### src/rtl/cmd_bridge_target.sv
module cmd_bridge_target #(
  parameter int TIMEOUT = 256
) (
  input  logic        clk,
  input  logic        rst_n,
  input  logic        reg_wr,
  input  logic [1:0]  reg_sel,
  input  logic [63:0] reg_wdata,
  output logic [63:0] reg_rdata,
  output logic        dn_req,
  output logic        dn_we,
  output logic [1:0]  dn_size,
  output logic [23:0] dn_addr,
  output logic [31:0] dn_wdata,
  input  logic        dn_ack,
  input  logic        dn_err,
  input  logic [31:0] dn_rdata,
  input  logic [5:0]  mst_a_err,
  input  logic [5:0]  mst_b_err
);
  localparam int CW = (TIMEOUT > 2) ? $clog2(TIMEOUT) : 1;
  localparam logic [CW-1:0] CNT_LAST = CW'(TIMEOUT - 1);
  localparam int B_BUSY = 16;
  localparam int B_RVAL = 17;
  localparam int B_DNERR = 20;
  localparam int B_TMO = 21;
  localparam int B_COLL = 22;
  localparam logic [31:0] ERR_MASK = 32'h09F0_FCFC;

  logic [63:0]   cmd_q, last_q;
  logic [31:0]   st_hi, st_lo, nx_hi, nx_lo;
  logic [CW-1:0] cnt;

  wire busy     = st_hi[B_BUSY];
  wire cmd_wr   = reg_wr && (reg_sel == 2'd0);
  wire launch   = cmd_wr && !busy;
  wire collide  = cmd_wr && busy;
  wire stat_clr = reg_wr && (reg_sel == 2'd1) && (reg_wdata == 64'd0);
  wire tmo      = busy && !dn_ack && !dn_err && (cnt == CNT_LAST);
  wire done     = busy && (dn_ack || dn_err || tmo);

  assign dn_req   = busy;
  assign dn_we    = cmd_q[63];
  assign dn_size  = cmd_q[62:61];
  assign dn_addr  = cmd_q[55:32];
  assign dn_wdata = cmd_q[31:0];

  always_comb begin
    case (reg_sel)
      2'd0:    reg_rdata = cmd_q;
      2'd1:    reg_rdata = {st_hi, st_lo};
      2'd2:    reg_rdata = last_q;
      default: reg_rdata = 64'd0;
    endcase
  end

  always_comb begin
    nx_hi = st_hi;
    nx_lo = st_lo;
    if (stat_clr) begin
      nx_hi = nx_hi & ~(ERR_MASK | (32'd1 << B_RVAL));
      nx_lo = 32'd0;
    end
    if (launch) begin
      nx_hi[B_BUSY] = 1'b1;
      nx_hi[B_RVAL] = 1'b0;
      nx_lo = 32'd0;
    end
    if (collide) nx_hi[B_COLL] = 1'b1;
    nx_hi[15:10] = nx_hi[15:10] | mst_a_err;
    nx_hi[7:2]   = nx_hi[7:2] | mst_b_err;
    if (busy) begin
      if (dn_ack) begin
        nx_hi[B_BUSY] = 1'b0;
        if (!cmd_q[63]) begin
          nx_hi[B_RVAL] = 1'b1;
          nx_lo = dn_rdata;
        end
      end else if (dn_err) begin
        nx_hi[B_BUSY] = 1'b0;
        nx_hi[B_DNERR] = 1'b1;
      end else if (tmo) begin
        nx_hi[B_BUSY] = 1'b0;
        nx_hi[B_TMO] = 1'b1;
      end
    end
  end

  always_ff @(posedge clk) begin
    if (!rst_n) begin
      cmd_q  <= 64'd0;
      st_hi  <= 32'd0;
      st_lo  <= 32'd0;
      last_q <= 64'd0;
      cnt    <= '0;
    end else begin
      st_hi <= nx_hi;
      st_lo <= nx_lo;
      if (launch) cmd_q <= reg_wdata;
      if (done) last_q <= {nx_hi, nx_lo};
      if (launch) cnt <= '0;
      else if (busy && cnt != CNT_LAST) cnt <= cnt + 1'b1;
    end
  end

  p_launch_r2: assert property (@(posedge clk) disable iff (!rst_n)
    (reg_wr && reg_sel == 2'd0 && !dn_req) |=> (dn_req && dn_addr == $past(reg_wdata[55:32])));

  p_req_hold_r3: assert property (@(posedge clk) disable iff (!rst_n)
    (dn_req && $past(dn_req)) |-> ($stable(dn_addr) && $stable(dn_wdata) && $stable(dn_we) && $stable(dn_size)));

  p_ack_end_r3: assert property (@(posedge clk) disable iff (!rst_n)
    (dn_req && (dn_ack || dn_err)) |=> !dn_req);

  p_rvalid_r4: assert property (@(posedge clk) disable iff (!rst_n)
    (dn_req && dn_ack && !dn_we) |=> (reg_sel != 2'd1 || (reg_rdata[49] && reg_rdata[31:0] == $past(dn_rdata))));

  p_dnerr_r5: assert property (@(posedge clk) disable iff (!rst_n)
    (dn_req && !dn_ack && dn_err) |=> st_hi[B_DNERR]);

  p_collide_r7: assert property (@(posedge clk) disable iff (!rst_n)
    (reg_wr && reg_sel == 2'd0 && dn_req && !dn_ack && !dn_err) |=> (st_hi[B_COLL] && $stable(dn_addr)));

  p_clear_r9: assert property (@(posedge clk) disable iff (!rst_n)
    (reg_wr && reg_sel == 2'd1 && reg_wdata == 64'd0 && !dn_req && !reg_sel[1] && mst_a_err == 6'd0 && mst_b_err == 6'd0)
    |=> ((st_hi & ERR_MASK) == 32'd0 && st_lo == 32'd0));

  p_last_r10: assert property (@(posedge clk) disable iff (!rst_n)
    (dn_req && dn_ack) |=> (last_q == {st_hi, st_lo}));
endmodule

### config.mk
export PLATFORM = sky130hd
export DESIGN_NAME = cmd_bridge_target
export DESIGN_NICKNAME = d
export VERILOG_FILES = /design/src/rtl/cmd_bridge_target.sv
export SDC_FILE = /design/constraint.sdc
export NUM_CORES = 1
export LEC_CHECK = 0
export CAP_MARGIN = 20
export CORE_MARGIN = 5
export CORE_UTILIZATION = 60
export CTS_BUF_LIST = sky130_fd_sc_hd__clkbuf_16
export DETAILED_ROUTE_END_ITERATION = 16
export DONT_BUFFER_PORTS = 1
export GPL_TIMING_DRIVEN = 0
export PLACE_DENSITY = 0.76
export SKIP_CTS_REPAIR_TIMING = 1
export SLEW_MARGIN = 40
export SYNTH_ARGS = -nofsm -noshare
export SYNTH_HDL_FRONTEND = slang
export SYNTH_SLANG_ARGS = --single-unit
### constraint.sdc
create_clock -name clk -period 3.1 [get_ports clk]
set_clock_uncertainty 0.15 [all_clocks]
set_input_delay 0.31 -clock clk [delete_from_list [all_inputs] [get_ports clk]]
set_output_delay 0.31 -clock clk [all_outputs]
set_load 0.005 [all_outputs]
* Yosys cells after proc, flatten, opt, wreduce, memory -nomap -nowiden
Cells that the tools add are included.
** Word-level totals
- Flip-flop bits (word level) :: 200
- Latch bits :: 0
- Memory bits (writable) :: 0
- Memory bits (read-only) :: 0
- Input port bits :: 115
- Output and inout port bits :: 124
- Word-level logic and storage cells :: 51
- Memories :: 0
** Operators by class
- Add/sub/neg operators :: 1
- Multiply operators :: 0
- Divide/modulo/power cells :: 0
- $lt $le $gt $ge :: 0
- Equal/unequal tests :: 4
- Shifts and indexed selects :: 0
- Multiplexer cells :: 20
- Bitwise gates (word level) :: 3
- Reduce and logical (&&, ||, !) cells :: 18
** Operators by type and width (number)
- $pmux 64 s3 :: 1
- $mux 32 :: 5
- $logic_not 64->1 :: 1
- $mux 28 :: 1
- $or 6x6->6 :: 2
- $logic_and 1x1->1 :: 10
- $mux 1 :: 9
- $add 8x1->8 const B :: 1
- $eq 8x8->1 const B :: 1
- $mux 2 :: 4
- $ne 8x8->1 const B :: 1
- $logic_not 1->1 :: 3
- $eq 2x1->1 const B :: 1
- $eq 2x2->1 const B :: 1
- $logic_not 2->1 :: 1
- $logic_or 1x1->1 :: 2
- $reduce_or 2->1 :: 1
- $not 1->1 :: 1

* Logic depth before layout (Yosys ltp)
Gate-level depths: netlist of run 1.
- Depth after elaboration :: 9
- Mapped depth :: 8
- Mapped depth without buffers :: 6

* Worst setup path before layout of run 1
No wires, ideal clock.
- Path kind :: register -> register
- Start point :: register cnt[0]
- End point :: register last_q[31]
- Setup time :: 0.125 ns
- Arrival :: 1.622 ns
- Required time :: 2.825 ns
- Path slack :: 1.203 ns
- Stages on the path, launching flop included :: 9
- Buffers on the path :: 2
- Clock period less this slack :: 1.897 ns
- Cells stage by stage :: dfxtp_1 ha_1 and4_1 a21o_4 buf_6 buf_6 o21ai_0 a21o_1 o41ai_1
** Between the ends
- Word-level cells in the longest chain between the ends :: 4
** RTL lines
- start, declared :: RTL line 32 : logic [CW-1:0] cnt;
- start signal, assigned :: RTL line 102 : else if (busy && cnt != CNT_LAST) cnt <= cnt + 1'b1;
- $eq 8x8->1 :: RTL line 39 : wire tmo = busy && !dn_ack && !dn_err && (cnt == CNT_LAST);
- $logic_and 1x1->1 :: RTL line 39
- $logic_or 1x1->1 :: RTL line 40 : wire done = busy && (dn_ack || dn_err || tmo);
- $logic_and 1x1->1 :: RTL line 40
- end signal, assigned :: RTL line 100 : if (done) last_q <= {nx_hi, nx_lo};
- end, declared :: RTL line 30 : logic [63:0] cmd_q, last_q;
Every way passes these cells.
A chain may end at the register's enable or synchronous reset.

* Final worst setup path of run 1
- Start point :: register cnt[0]
- End point :: register last_q[38]
Same word-level chain as after synthesis.

==> tab_implementation.tex, run 1 <==
\begin{tabular}{lr}
\hline
Metric & Value \\
\hline
\multicolumn{2}{l}{\textbf{Clocking}} \\
\quad Num CTS Buffers & 17 \\
\quad TritonCTS clock tree & yes \\
\quad Clock root cell & clkbuf\_16 \\
\quad CTS clk-pin slew, worst paths & roughly 0.070 ns \\
\quad Clock latency reported for the late side of the worst-skew pair & about 0.43 ns \\
\quad Htree depth & 4 \\
\quad Clock sink count & 176 \\
\quad Buffer levels on the longest clock path & 2 \\
\multicolumn{2}{l}{\textbf{Critical path}} \\
\quad CP Capture Point & last\_q[38] \\
\quad Arrival @ worst endpoint & 2.55 ns \\
\quad Worst r2r path cells & 6 \\
\quad Launch instance of the worst register-to-register path & cnt[0] \\
\quad Critical path launch point type & flop \\
\quad WP data required & 3.25 ns \\
\quad Setup slack, reg-to-reg & 0.70 ns \\
\quad Worst setup path category & flop to flop \\
\quad Crit path from & cnt[0] \\
\quad Endpoint kind of the worst setup timing path & flop \\
\quad Endpoint of the most critical register-to-register path & last\_q[38] \\
\quad Biggest fanout along the worst timing path & 10 \\
\multicolumn{2}{l}{\textbf{Yosys}} \\
\quad Ys Warns & 0 \\
\quad Cell variety after synth & 46 \\
\quad Main flop type after synthesis & dfxtp\_1 \\
\quad Top cell types by occurrence after synthesis & 281 x nand2\_1, 176 x dfxtp\_1, 87 x o21ai\_0 \\
\quad Top-count cell post-synth & nand2\_1 \\
\quad Syn\_nets & 1,204 \\
\quad Netlist area before placement & 8610 µm² \\
\quad Cell type contributing the most total cell area after synthesis & dfxtp\_1 \\
\quad Synth Instances & 1,088 \\
\quad FFs w/ async S/R, synth & 0 \\
\quad Number of flops mapped to enable cells by yosys & 0 \\
\quad Most area-consuming cells after synthesis & dfxtp\_1 41\%, nand2\_1 12\%, mux2i\_1 6.0\% \\
\quad Seq cells post-synth & 176 \\
\quad Post-synthesis sequential area ratio & 0.409 \\
\quad Syn avg cell area & 7.91 µm² \\
\quad Synth top area share & 0.409 \\
\multicolumn{2}{l}{\textbf{GRT}} \\
\quad First-pass GRT wire length & between 40,000 and 50,000 µm \\
\quad Via count of the first global-routing pass & 7,805 \\
\quad Total gr overflow & 0 \\
\quad Number of antenna violations at the first check in global routing & 2 \\
\quad GRT Resource Usage Total & 0.338 \\
\quad Maximum number of pins on one net before global-route repair & 17 \\
\multicolumn{2}{l}{\textbf{Routing}} \\
\quad First-pass iteration count of the detailed router & 5 \\
\quad Final routed wire length divided by cell count & 22.4 µm \\
\quad Vias per cell & 6.33 \\
\quad Drc violations & 0 \\
\quad Detailed-route wire length & $\sim$32,000 µm \\
\quad Post-detailed-route count of antenna-violating nets & 0 \\
\quad Total via count after detailed routing & roughly 9,000 \\
\quad Number of design-rule violations left by the first detailed-router iteration & 1,014 \\
\multicolumn{2}{l}{\textbf{Power}} \\
\quad Total power divided by cell area & about 470 nW/µm² \\
\quad Internal power component & 3.64 mW \\
\quad Switching part of the total power & 0.254 \\
\quad Clock share of power & 0.401 \\
\quad Switching power & 1.24 mW \\
\quad Portion of total power attributed to sequential cells & 0.490 \\
\quad Peak supply drop & roughly 0.00047 V \\
\quad Leakage power summed over all cells & between 3 and 4 nW \\
\quad Proportion of power drawn by combinational gates & 0.109 \\
\multicolumn{2}{l}{\textbf{Layout}} \\
\quad Final std cells w/o fill & 1,413 \\
\quad Share of post-route cells with drive strength above 1 & 0.108 \\
\quad Post-route design area & 10,500 µm² \\
\quad Total number of nets in the final design & 1,335 \\
\quad Syn-to-layout area delta & 21.7\% \\
\quad Layout filler cell count & 1,107 \\
\multicolumn{2}{l}{\textbf{Placed design}} \\
\quad Placed Instance Area & 8830 µm² \\
\quad Total half-perimeter wirelength after legalization and detailed placement & around 21,000 µm \\
\quad Number of cells after detailed placement & 1,268 \\
\quad Final weighted congestion in routability-driven placement & 0.914 \\
\quad Buffers added on ports & 0 \\
\multicolumn{2}{l}{\textbf{Worst hold path}} \\
\quad Hold crit path type & primary input to flop \\
\quad Hold Path Depth & 2 \\
\multicolumn{2}{l}{\textbf{Floorplanning}} \\
\quad Die outline width & 130 µm \\
\quad Top Ports & around 240 \\
\quad Core Area & 14,000 µm² \\
\quad Die area & roughly 17,000 µm² \\
\quad Chip height & approximately 130 µm \\
\quad Placement Rows & 43 \\
\quad Initial Utilization & 0.615 \\
\multicolumn{2}{l}{\textbf{STA}} \\
\quad Worst relative slew slack & 0.400 \\
\quad Post-route setup TNS & 0 ns \\
\quad Count of endpoints failing setup in the final report & 0 \\
\quad Unrepaired setup endpoints after global routing & no \\
\quad Final Max Tran Viols & 0 \\
\quad Fraction of the cycle the final worst path needs & 0.774 \\
\quad Transition time at the pin with the least slew margin & 0.899 ns \\
\quad Total count of hold-check failures in the final report & 2 \\
\quad Final critical-path required period & 2.40 ns \\
\quad FMAX & 0.417 GHz \\
\quad Worst Hold Margin & -0.0510 ns \\
\multicolumn{2}{l}{\textbf{Flow run}} \\
\quad Max-capacitance violation count & 0 \\
\multicolumn{2}{l}{\textbf{Outcome}} \\
\quad Failing checks & negative hold slack \\
\quad Status & finished with violations \\
\hline
\end{tabular}
-- metal layers --
metal	share of wire	global-route usage	vias up
met2	0.46	0.535	660
li1	-	-	3986
met3	0.13	0.106	114
met5	0	0	-
met1	0.37	0.440	4182
met4	0.042	0.114	0
-- logic make-up (layout without fill, tap and decap cells) --
logic type	Yosys count	after routing	share of synthesized area
AOI/OAI and AO/OA	303	303	0.219
DFF	176	176	0.409
and+or+nand+nor	399	399	0.203
muxes	52	52	0.0605
other	0	3	0
xor gates and xnor gates	6	6	0.00611
buffers and inverters	151	293	0.101
adders and majority gates	1	1	0.00145
-- worst min-delay path by stage --
stage                      start  slack (ns)    endpoint
floorplan            dn_rdata[0]        0.27    st_lo[0]
global placement     dn_rdata[9]        0.27    st_lo[9]
detailed placement  dn_rdata[20]        0.28   st_lo[20]
CTS                  dn_rdata[7]       -0.17    st_lo[7]
global route        dn_rdata[24]      -0.008  last_q[24]
finish               dn_rdata[4]       -0.05   last_q[4]
-- cells in the final DEF, fill, tap and decap left out, types with 3 or more instances in the layout --
cell type      Yosys  final
nand4_1            3      3
and3b_1            3      3
mux2i_1           52     52
buf_2             37     39
a21boi_0          58     58
a31oi_1           13     13
dfxtp_1          176    176
clkbuf_16          0     17
buf_1              9      6
nand2_1          281    281
o31ai_1           44     44
o22ai_1           34     34
and2_1            12     12
or3_1             31     31
nor2_1            23     23
diode_2            0      3
o21ai_0           87     87
a21boi_1           6      6
clkbuf_1          40     40
clkinv_2           0      6
o21ai_1           15     15
a21oi_1           36     36
nor4_1            14     14
xor2_1             5      5
dlygate4sd3_1      0    112
clkinv_1           0      4
nand3_1           15     15
o21a_1             3      3
buf_4             61     61
and4_1             3      3
inv_1              1      3
-- state kept, by name, indices dropped and copies added, names as in the netlist --
register,flops
st_hi,20
cmd_q,64
last_q,52
cnt,8
st_lo,32
-- power by group through the flow --
stage                     Combinational [mW]  Sequential (mW)  Clock (mW)
after floorplan                        0.283             2.41           0
after global placement                 0.383             2.43           0
after detailed placement               0.387             2.43           0
after CTS                              0.389             2.38        1.94
after global routing                   0.565             2.39        2.06
final                                  0.532             2.39        1.95
-- final cells by class --
type	instances	area [µm²]	share of cell area
Multi-Input combinational cell	761	4220	0.403
Sequential cell	176	3520	0.336
Timing Repair Buffer	112	1120	0.107
Buffer	150	868	0.0829
Clock buffer	17	425	0.0406
Tap cell	180	225	0.0215
Clock inverter	13	82.6	0.00789
Antenna cell	3	7.51	0.000717
Inverter	1	3.75	0.000358
-- critical path, stage by stage, from the launching register on --
cell and delay (ns):
dfxtp_1 0.34, ha_1 0.24, and4_1 0.25, a21oi_1 0.41, buf_2 0.33, buf_1 0.42
o31ai_1 0.13
-- through the flow --
stage	total power [mW]	util	worst slack [ns]
3_5_place_dp	2.82	0.632	0.471
6_report	4.87	0.749	0.700
3_3_place_gp	2.81	0.631	0.504
2_1_floorplan	2.70	-	1.20
5_1_grt	5.02	0.748	0.549
4_1_cts	4.71	0.668	0.710
No activity file was read; power rests on OpenSTA's default activity.
==> inputs of run 2 (changes only) <==
Settings changed: CORE_UTILIZATION 60 to 58.
Clock period 3.1 ns to 2.1 ns, I/O delays scaled along.
==> run 2 against run 1 <==
The flow finishes with violations (negative setup slack). Fmax is 9.2% higher. Flip-flop and latch count did not move. Sequential power increased by 47%. Largest cell class unchanged. Critical path type unchanged. Clock-buffer cell count did not move. First-iteration DRC count rose by 27%. Non-clock buffer count increased by 1. Register-to-register slack got worse by 0.80 ns. Die area increased by 3.2%.
==> tab_implementation.tex, run 2 (synthesis results as in run 1) <==
\begin{tabular}{lr}
\hline
Metric & Value \\
\hline
\multicolumn{2}{l}{\textbf{STA}} \\
\quad Final Max Tran Viols & 0 (unchanged) \\
\quad Transition time at the pin with the least slew margin & 0.692 ns (was 0.899 ns) \\
\quad Final critical-path required period & 2.20 ns (was 2.40 ns) \\
\quad Count of endpoints failing setup in the final report & 1 (was 0) \\
\quad Total count of hold-check failures in the final report & 0 (was 2) \\
\quad Unrepaired setup endpoints after global routing & yes (was no) \\
\quad FMAX & 0.455 GHz (was 0.417 GHz) \\
\quad Worst relative slew slack & 0.539 (was 0.400) \\
\quad Worst Slack Setup Final & -0.0983 ns (was 0.700 ns) \\
\quad Fraction of the cycle the final worst path needs & 1.05 (was 0.774) \\
\multicolumn{2}{l}{\textbf{Power}} \\
\quad Leakage power summed over all cells & 4.07 nW (was 3.96 nW) \\
\quad Peak supply drop & 0.000578 V (was 0.000467 V) \\
\quad Power consumption & 7.52 mW (was 4.87 mW) \\
\quad Total power divided by cell area & 706 nW/µm² (was 465 nW/µm²) \\
\multicolumn{2}{l}{\textbf{Critical path}} \\
\quad Worst setup path category & flop to flop (unchanged) \\
\quad Critical path launch point type & flop (unchanged) \\
\quad Launch instance of the worst register-to-register path & st\_hi[16] (was cnt[0]) \\
\quad Arrival @ worst endpoint & 2.37 ns (was 2.55 ns) \\
\quad Endpoint of the most critical register-to-register path & cmd\_q[43] (was last\_q[38]) \\
\quad Worst r2r path cells & 6 (unchanged) \\
\quad Biggest fanout along the worst timing path & 10 (unchanged) \\
\quad Sequence of cells on the critical path & buf\_2 > or4b\_1 > buf\_2 > buf\_2 > nand2\_1 > a21boi\_0 (was ha\_1 > and4\_1 > a21oi\_1 > buf\_2 > buf\_1 > o31ai\_1) \\
\quad WP data required & 2.27 ns (was 3.25 ns) \\
\quad Endpoint kind of the worst setup timing path & flop (unchanged) \\
\quad Setup slack, reg-to-reg & -0.1 ns (was 0.70 ns) \\
\quad Delay of the slowest cell on the worst path & 0.44 ns (was 0.42 ns) \\
\quad Crit-path most repeated cell & buf\_2 \\
\quad Master of the slowest instance on the critical path & dfxtp\_1 (was buf\_1) \\
\multicolumn{2}{l}{\textbf{Floorplanning}} \\
\quad Placement Rows & 44 (was 43) \\
\quad Chip height & 132 µm (was 130 µm) \\
\quad Top Ports & 239 (unchanged) \\
\quad Core Area & 14,500 µm² (was 14,000 µm²) \\
\quad Die area & 17,400 µm² (was 16,800 µm²) \\
\quad Die outline width & 132 µm (was 130 µm) \\
\quad Initial Utilization & 0.592 (was 0.615) \\
\multicolumn{2}{l}{\textbf{Layout}} \\
\quad Flip-flop and latch area & 3530 µm² (was 3520 µm²) \\
\quad Total number of nets in the final design & 1,336 (was 1,335) \\
\quad Share of the core filled with cells & 0.733 (was 0.749) \\
\quad Registers with the most flip-flops & cmd\_q: 64 flops, last\_q: 52 flops, st\_lo: 32 flops (unchanged) \\
\quad Area of combinational cells with multiple inputs & 4280 µm² (was 4220 µm²) \\
\quad Flip-flop count of the largest register, all copies and words added & 64 (unchanged) \\
\quad Syn-to-layout area delta & 23.8\% (was 21.7\%) \\
\quad Leading cell types in the layout, fill and taps excluded & 280 x nand2\_1, 173 x dfxtp\_1, 111 x dlygate4sd3\_1, 86 x o21ai\_0, 64 x buf\_4 (was 281 x nand2\_1, 176 x dfxtp\_1, 112 x dlygate4sd3\_1, 87 x o21ai\_0, 61 x buf\_4) \\
\quad Layout filler cell count & 1,102 (was 1,107) \\
\quad Register name with the most flops & cmd\_q (unchanged) \\
\quad Share of post-route cells with drive strength above 1 & 0.135 (was 0.108) \\
\quad Most common cell after layout, fill and taps aside & nand2\_1 (unchanged) \\
\multicolumn{2}{l}{\textbf{Flow run}} \\
\quad Max-capacitance violation count & 0 (unchanged) \\
\multicolumn{2}{l}{\textbf{Clocking}} \\
\quad Num CTS Buffers & 17 (unchanged) \\
\quad Buffer levels on the longest clock path & 2 (unchanged) \\
\quad CTS clk-pin slew, worst paths & 0.06 ns (was 0.07 ns) \\
\quad Clock root cell & clkbuf\_16 (unchanged) \\
\quad Clock sink count & 176 (unchanged) \\
\quad TritonCTS clock tree & yes (unchanged) \\
\quad Htree depth & 4 (unchanged) \\
\quad Clock latency reported for the late side of the worst-skew pair & 0.43 ns (about the same) \\
\multicolumn{2}{l}{\textbf{Routing}} \\
\quad Total via count after detailed routing & 8,998 (was 8,942) \\
\quad Detailed-route wire length & 32,700 µm (was 31,600 µm) \\
\quad Drc violations & 0 (unchanged) \\
\quad Post-detailed-route count of antenna-violating nets & 0 (unchanged) \\
\quad Final routed wire length divided by cell count & 23.0 µm (was 22.4 µm) \\
\quad Vias per cell & 6.35 (was 6.33) \\
\quad First-pass iteration count of the detailed router & 6 (was 5) \\
\quad Number of design-rule violations left by the first detailed-router iteration & 1,286 (was 1,014) \\
\multicolumn{2}{l}{\textbf{GRT}} \\
\quad Number of antenna violations at the first check in global routing & 2 (unchanged) \\
\quad GRT Resource Usage Total & 0.329 (was 0.338) \\
\quad Total gr overflow & 0 (unchanged) \\
\quad First-pass GRT wire length & 45,100 µm (was 43,900 µm) \\
\quad Via count of the first global-routing pass & 7,872 (was 7,805) \\
\quad Maximum number of pins on one net before global-route repair & 17 (unchanged) \\
\multicolumn{2}{l}{\textbf{Placed design}} \\
\quad Final weighted congestion in routability-driven placement & 0.933 (was 0.914) \\
\quad Worst setup slack after placement & -0.556 ns (was 0.471 ns) \\
\quad Buffers added on ports & 0 (unchanged) \\
\quad Total half-perimeter wirelength after legalization and detailed placement & 21,800 µm (was 21,400 µm) \\
\multicolumn{2}{l}{\textbf{Worst hold path}} \\
\quad Origin of the worst min-delay path & dn\_err (was dn\_rdata[4]) \\
\quad Hold path endpoint & last\_q[53] (was last\_q[4]) \\
\quad Hold Path Depth & 3 (was 2) \\
\quad Hold crit path type & primary input to flop (unchanged) \\
\multicolumn{2}{l}{\textbf{Outcome}} \\
\quad Status & finished with violations (unchanged) \\
\quad Failing checks & negative setup slack (was negative hold slack) \\
\hline
\end{tabular}
run 2: changes by cell type in the layout (fill, tap and decap cells not counted), sizes merged:
cell and delta:
clkinv -4, buf -6, clkinvlp +2, clkbuf +8, diode -2, dlygate4sd3 -1, inv +1, bufinv +2
run 2: per-stage QoR:
| step | instances | hold slack [ns] | setup TNS (ns) | area, µm² |
|---|---|---|---|---|
| global placement | 1272 | 0.171 | -46.42 | 8840 |
| detailed placement | 1272 | 0.174 | -46.35 | 8840 |
| finish | 1417 | 0.0297 | -0.0983 | 10700 |
| global route | 1417 | 0.0420 | -2.42 | 10700 |
| CTS | 1303 | -0.275 | -18.67 | 9420 |
| floorplan | 1088 | 0.168 | 0 | 8610 |
run 2: power by group:
part / internal, mW / switching [mW] / leakage, nW
clock: 1.84 / 1.36 / 0.290
sequential: 3.44 / 0.0792 / 1.43
combinational: 0.354 / 0.446 / 2.35
total: 5.64 / 1.88 / 4.07
run 2: worst max-delay path, delay by kind of cell (launching register included):
family                 cells  cell delay (ns)
buffers and inverters      3             0.85
flip-flops                 1             0.44
AO/OA/AOI/OAI              1             0.32
AND/OR/NAND/NOR            2             0.33
run 2: cell type report:
cell class	count	share of cell area
multi-input cells	761	0.402
flip-flops and latches	176	0.331
repair buffers	113	0.106
plain buffers	150	0.0850
clock buffers	17	0.0399
well taps	184	0.0216
clock inverters	14	0.0143
inverters	1	0.000352
diodes	1	0.000235
run 2: worst max-delay path by stage:
stage / startpoint / to / depth (start not counted)
2_1_floorplan: cnt[0] / last_q[31] / 8
3_3_place_gp: reg_wdata[14] / st_hi[12] / 7
3_5_place_dp: reg_wdata[14] / st_hi[15] / 7
4_1_cts: st_hi[16] / st_lo[26] / 7
5_1_grt: st_hi[16] / cmd_q[43] / 6
6_report: st_hi[16] / cmd_q[43] / 6
run 2: layer usage:
metal	up-vias	wire, µm	global-route usage
li1	3988	-	-
met1	4201	12300	0.425
met2	672	14900	0.511
met3	135	4000	0.103
met4	2	1450	0.138
met5	-	7	0
